**config.mk**
```make
export PLATFORM = sky130hd
export DESIGN_NAME = btb_predictor
export DESIGN_NICKNAME = d
export VERILOG_FILES = /design/src/rtl/btb_pkg.sv /design/src/rtl/btb_table.sv /design/src/rtl/btb_check.sv /design/src/rtl/btb_predictor.sv
export SDC_FILE = /design/constraint.sdc
export NUM_CORES = 1
export LEC_CHECK = 0
export ABC_AREA = 1
export BUFFER_PORTS_ARGS = -buffer_cell sky130_fd_sc_hd__buf_2
export CELL_PAD_IN_SITES_DETAIL_PLACEMENT = 1
export CELL_PAD_IN_SITES_GLOBAL_PLACEMENT = 1
export CORE_UTILIZATION = 50
export CTS_CLUSTER_SIZE = 8
export DETAILED_ROUTE_END_ITERATION = 10
export GPL_ROUTABILITY_DRIVEN = 1
export GPL_TIMING_DRIVEN = 0
export PLACE_DENSITY_LB_ADDON = 0.1
export RECOVER_POWER = 50
export SLEW_MARGIN = 10
export SYNTH_ARGS = -nofsm -noshare
export SYNTH_HDL_FRONTEND = slang
export SYNTH_SLANG_ARGS = --single-unit
```
**constraint.sdc**
```tcl
create_clock -name clk -period 5.8 [get_ports clk]
set_clock_uncertainty 0.1 [all_clocks]
set_input_delay 0.87 -clock clk [delete_from_list [all_inputs] [get_ports clk]]
set_output_delay 0.87 -clock clk [all_outputs]
set_load 0.02 [all_outputs]
```
**src/rtl/btb_pkg.sv**
```systemverilog
package btb_pkg;

    localparam int PC_W_DEF  = 16;
    localparam int IDX_W_DEF = 4;

    // Reason for a redirect at resolution time
    typedef enum logic [1:0] {
        REDIR_NONE  = 2'd0,
        REDIR_COLD  = 2'd1,   // branch was not in the table at fetch
        REDIR_WRONG = 2'd2    // table held a stale destination
    } redir_cause_e;

    function automatic logic [PC_W_DEF-1:0] seq_next(input logic [PC_W_DEF-1:0] pc);
        return pc + {{(PC_W_DEF-1){1'b0}}, 1'b1};
    endfunction

endpackage

```
**src/rtl/btb_table.sv**
```systemverilog
module btb_table #(
    parameter int PC_W  = btb_pkg::PC_W_DEF,
    parameter int IDX_W = btb_pkg::IDX_W_DEF
) (
    input  logic            clk,
    input  logic            rst,
    input  logic [PC_W-1:0] rd_pc,
    output logic            rd_hit,
    output logic [PC_W-1:0] rd_target,
    input  logic            wr_en,
    input  logic [PC_W-1:0] wr_pc,
    input  logic [PC_W-1:0] wr_target
);
    localparam int TAG_W = PC_W - IDX_W;
    localparam int DEPTH = 1 << IDX_W;

    typedef struct packed {
        logic             valid;
        logic [TAG_W-1:0] tag;
        logic [PC_W-1:0]  target;
    } entry_t;

    entry_t entries [DEPTH];

    logic [IDX_W-1:0] rd_idx, wr_idx;
    logic [TAG_W-1:0] rd_tag, wr_tag;

    assign rd_idx = rd_pc[IDX_W-1:0];
    assign rd_tag = rd_pc[PC_W-1:IDX_W];
    assign wr_idx = wr_pc[IDX_W-1:0];
    assign wr_tag = wr_pc[PC_W-1:IDX_W];

    for (genvar e = 0; e < DEPTH; e++) begin : g_entry
        always_ff @(posedge clk) begin
            if (rst) begin
                entries[e].valid  <= 1'b0;
                entries[e].tag    <= '0;
                entries[e].target <= '0;
            end else if (wr_en && (wr_idx == IDX_W'(e))) begin
                entries[e].valid  <= 1'b1;
                entries[e].tag    <= wr_tag;
                entries[e].target <= wr_target;
            end
        end
    end

    entry_t sel;
    always_comb begin
        sel       = entries[rd_idx];
        rd_hit    = sel.valid && (sel.tag == rd_tag);
        rd_target = sel.target;
    end

    // the first cycle after reset sees an empty table
    p_empty_after_reset_r1: assert property (@(posedge clk) disable iff (rst)
        $past(rst) |-> !rd_hit);

    // a write is visible on the following cycle
    p_write_visible_r6: assert property (@(posedge clk) disable iff (rst)
        wr_en |=> ((rd_pc != $past(wr_pc)) ||
                   (rd_hit && (rd_target == $past(wr_target)))));

endmodule

```
**src/rtl/btb_check.sv**
```systemverilog
module btb_check #(
    parameter int PC_W = btb_pkg::PC_W_DEF
) (
    input  logic                  clk,
    input  logic                  rst,
    input  logic                  upd_valid,
    input  logic                  upd_was_hit,
    input  logic [PC_W-1:0]       upd_pred_target,
    input  logic [PC_W-1:0]       upd_target,
    output btb_pkg::redir_cause_e cause,
    output logic                  flush
);
    import btb_pkg::*;

    always_comb begin
        cause = REDIR_NONE;
        if (upd_valid) begin
            if (!upd_was_hit)
                cause = REDIR_COLD;
            else if (upd_pred_target != upd_target)
                cause = REDIR_WRONG;
        end
    end

    assign flush = (cause != REDIR_NONE);

    // no squash without a resolving branch
    p_flush_needs_update_r7: assert property (@(posedge clk) disable iff (rst)
        flush |-> upd_valid);

    // a correct prediction never squashes
    p_no_false_flush_r8: assert property (@(posedge clk) disable iff (rst)
        (upd_valid && upd_was_hit && (upd_pred_target == upd_target)) |-> !flush);

endmodule

```
**src/rtl/btb_predictor.sv**
```systemverilog
module btb_predictor #(
    parameter int PC_W  = btb_pkg::PC_W_DEF,
    parameter int IDX_W = btb_pkg::IDX_W_DEF
) (
    input  logic            clk,
    input  logic            rst,
    input  logic [PC_W-1:0] fetch_pc,
    output logic            pred_hit,
    output logic [PC_W-1:0] pred_target,
    output logic [PC_W-1:0] next_pc,
    input  logic            upd_valid,
    input  logic [PC_W-1:0] upd_pc,
    input  logic [PC_W-1:0] upd_target,
    input  logic            upd_was_hit,
    input  logic [PC_W-1:0] upd_pred_target,
    output logic            flush,
    output logic [PC_W-1:0] redirect_pc
);
    import btb_pkg::*;

    redir_cause_e cause;
    logic [PC_W-1:0] seq_pc;

    btb_table #(.PC_W(PC_W), .IDX_W(IDX_W)) u_table (
        .clk       (clk),
        .rst       (rst),
        .rd_pc     (fetch_pc),
        .rd_hit    (pred_hit),
        .rd_target (pred_target),
        .wr_en     (upd_valid),
        .wr_pc     (upd_pc),
        .wr_target (upd_target)
    );

    btb_check #(.PC_W(PC_W)) u_check (
        .clk             (clk),
        .rst             (rst),
        .upd_valid       (upd_valid),
        .upd_was_hit     (upd_was_hit),
        .upd_pred_target (upd_pred_target),
        .upd_target      (upd_target),
        .cause           (cause),
        .flush           (flush)
    );

    assign seq_pc      = fetch_pc + PC_W'(1);
    assign next_pc     = pred_hit ? pred_target : seq_pc;
    assign redirect_pc = upd_target;

    // a hit steers fetch to the stored destination
    p_hit_steers_r3: assert property (@(posedge clk) disable iff (rst)
        pred_hit |-> (next_pc == pred_target));

    // a miss falls through to the sequential address
    p_miss_sequential_r4: assert property (@(posedge clk) disable iff (rst)
        !pred_hit |-> (next_pc == PC_W'(fetch_pc + PC_W'(1))));

    // a cold branch always redirects
    p_cold_redirects_r7: assert property (@(posedge clk) disable iff (rst)
        (upd_valid && !upd_was_hit) |-> (flush && (cause == REDIR_COLD)));

endmodule

```
==> metrics.txt <==
r2r worst-path depth=2; worst slew pin tran=2760 ps; RSZ-0062 raised after global routing=false; post_cts resized=0; Final Hold Vio Count=0; clk buf depth=3; die height=212 µm; DIE WIDTH=212 µm; Yosys cell types=31; CTS H-tree lvls=3; Post-Layout Cell Count=3129; f_max=0.199 GHz; hold_buf cts=0; crit path max fanout=10; grt ovf=0; hold crit path type=reg2reg; Synth Area per Inst=about 9.4 µm²; final total power=8.31 mW; EDFF count, synth=463; Mapped Area=about 22000 µm²; biggest regs=u_table.entries (464); violated checks=capacitance limit, slew limit; initial core utilization=0.509; max FFs per register=464; Final #Nets=around 2.6k; setup TNS=0 ps; CP Launch Type=input port; share of layout cells above drive strength 1=0.100; # port buffers=115; worst vdd rail ir drop=0.276 mV; Syn Nets=roughly 2.4k; Crit. Startpoint=fetch_pc[1]; crit path capture type=output pin; Syn. warnings=0; post-placement cell count=3053; register with the most flip-flops=u_table.entries; WP data arrival=4050 ps; via density per instance=5.95; Worst Hold End=u_table.entries[8][28]$_DFF_P_; TritonCTS Sinks=464; CTS tree=done; initial antenna violation count=2; leak pwr=10.3 nW; reg2reg end=u_table.entries[8][28]$_DFF_P_; CTS buffer count=67; Worst EP required=4830 ps; Rows=between 70 and 80; worst setup path class=in2out; number of synthesized register bits=between 400 and 500; sequential cell area fraction in the yosys report=0.631; status=finished, violations left; most used flip-flop cell after synthesis=edfxtp_1; post-route ant nets=0; post-DP HPWL=58200 µm; die area=45000 µm²; GRT Util Overall=0.369; largest net degree at the start of global routing=30; DRC=0; area grow syn2layout=14.1%; final WL=a little over 80000 µm; worst hold margin=404 ps; Async SR Flop Fraction=0; Core ar.=43400 µm²; Hold Crit Start=u_table.entries[8][28]$_DFF_P_; first-pass GRT wire length=119000 µm; first-pass detailed-route iteration total=6; PD cells=330 nW/µm²; routed len/inst=between 20 and 30 µm; Pins Over Slew Limit=78; fill cell count=just under 5k; synthesized instance count=2346; R2R Path Start=u_table.entries[8][28]$_DFF_P_; worst skew pair latency=around 570 ps; Slew Limit Headroom=-0.862; hold path depth=2; vias in the first global route=~19k; Setup Viol. Count Final=0; gp weighted congestion=0.918; MaxCap Viol Count=6; Reg clk slew, reported paths=50 ps; Ports=118; postcts setup bufs=0; reg-to-reg slack, setup=5100 ps; Starting DRT DRC Count=1908; fin crit period=about 5000 ps; CTS Root Cell=clkbuf_16; Vias=18.6k; final period utilization=0.866
[area by class of cell]
class,instances,area (µm²),area share
Antenna cell,1,2.50,0.0000994
Buffer,176,881,0.0350
Clock buffer,72,1700,0.0673
Clock inverter,3,26.3,0.00104
Inverter,188,706,0.0280
Multi-Input combinational cell,1518,6590,0.262
Sequential cell,464,13900,0.553
Tap cell,585,732,0.0291
Timing Repair Buffer,122,627,0.0249
[Yosys cell counts (4+ instances only)]
cell type | instances | area [µm²]
o211ai_1 | 9 | 67.6
nand3_2 | 4 | 40.0
o21ai_0 | 153 | 766
buf_4 | 31 | 233
buf_6 | 7 | 78.8
nor2_2 | 4 | 25.0
o22ai_1 | 41 | 257
nor3_1 | 10 | 50.1
o21ai_1 | 4 | 20.0
xor2_1 | 15 | 131
o221ai_1 | 23 | 201
buf_1 | 32 | 120
nand4_1 | 6 | 37.5
nand2_1 | 442 | 1660
nand3_1 | 145 | 726
xnor2_1 | 14 | 123
nor2_1 | 639 | 2400
inv_1 | 171 | 642
edfxtp_1 | 463 | 13900
inv_2 | 17 | 63.8
buf_2 | 23 | 115
clkbuf_1 | 81 | 304
[power by group]
| group | total, mW | leakage (nW) | internal [mW] | switching (mW) |
|---|---|---|---|---|
| Sequential | 3.96 | 4.44 | 3.90 | 0.0606 |
| Clock | 3.45 | 0.845 | 2.04 | 1.41 |
| Combinational | 0.904 | 5.01 | 0.217 | 0.687 |
| Total | 8.31 | 10.3 | 6.16 | 2.16 |
[cell usage in the layout (no fill, tap or decap), types with 2 or more instances in the layout]
| cell type | count |
|---|---|
| inv_2 | 2 |
| buf_6 | 7 |
| nand2_1 | 433 |
| buf_2 | 120 |
| o22ai_1 | 41 |
| clkbuf_1 | 128 |
| buf_4 | 31 |
| nor3_1 | 10 |
| inv_6 | 3 |
| buf_16 | 2 |
| nand2_2 | 10 |
| o21ai_0 | 153 |
| edfxtp_1 | 463 |
| buf_8 | 2 |
| nor4_1 | 2 |
| o21ai_1 | 4 |
| nand3_1 | 145 |
| nor2_1 | 639 |
| xor2_1 | 15 |
| clkbuf_16 | 67 |
| a21oi_1 | 2 |
| nand4_1 | 6 |
| inv_1 | 186 |
| o221ai_1 | 23 |
| o211ai_1 | 9 |
| nor2_2 | 4 |
| xnor2_1 | 14 |
| buf_1 | 13 |
| nand3_2 | 4 |
[critical path: stages]
cell,delay (ps)
buf_2,110
buf_2,170
inv_2,70
buf_6,170
buf_6,210
buf_2,380
clkbuf_1,450
o21ai_0,190
o221ai_1,430
nand3_1,130
nand3_1,330
nand3_1,120
nand2_1,160
buf_2,210
[cell families after synthesis]
kind of cell,after synthesis,share of synthesized area
buffers and inverters,364,0.0718
xor gates and xnor gates,29,0.0115
and+or+nand+nor,1256,0.226
DFF,464,0.631
adders and majority gates,1,0.000567
AOI/OAI and AO/OA,232,0.0598
[stage by stage]
stage          utilization  setup WS (ps)  area [µm²]
6_report             0.581            780       25200
4_1_cts              0.585            866       25400
3_5_place_dp         0.546            939       23700
2_1_floorplan            -           2030       22100
5_1_grt              0.581            718       25200
3_3_place_gp         0.539           -267       23400
[how the worst max path moves through the flow]
stage                     slack, ps                                    to
after floorplan                2030  u_table.entries[13][0]$_SDFFCE_PN0P_
after global placement         -270  u_table.entries[13][0]$_SDFFCE_PN0P_
after detailed placement        940                            next_pc[0]
after CTS                       870                            next_pc[0]
after global routing            720                            next_pc[0]
final                           780                            next_pc[0]
[metal layers]
metal | track usage | part of all wire | vias up
li1 | - | - | 8077
met3 | 0.0965 | 0.12 | 162
met2 | 0.574 | 0.45 | 1139
met4 | 0.111 | 0.026 | 0
met1 | 0.507 | 0.39 | 9236
met5 | 0 | 0 | -
Power figures use the tool's default switching activity.
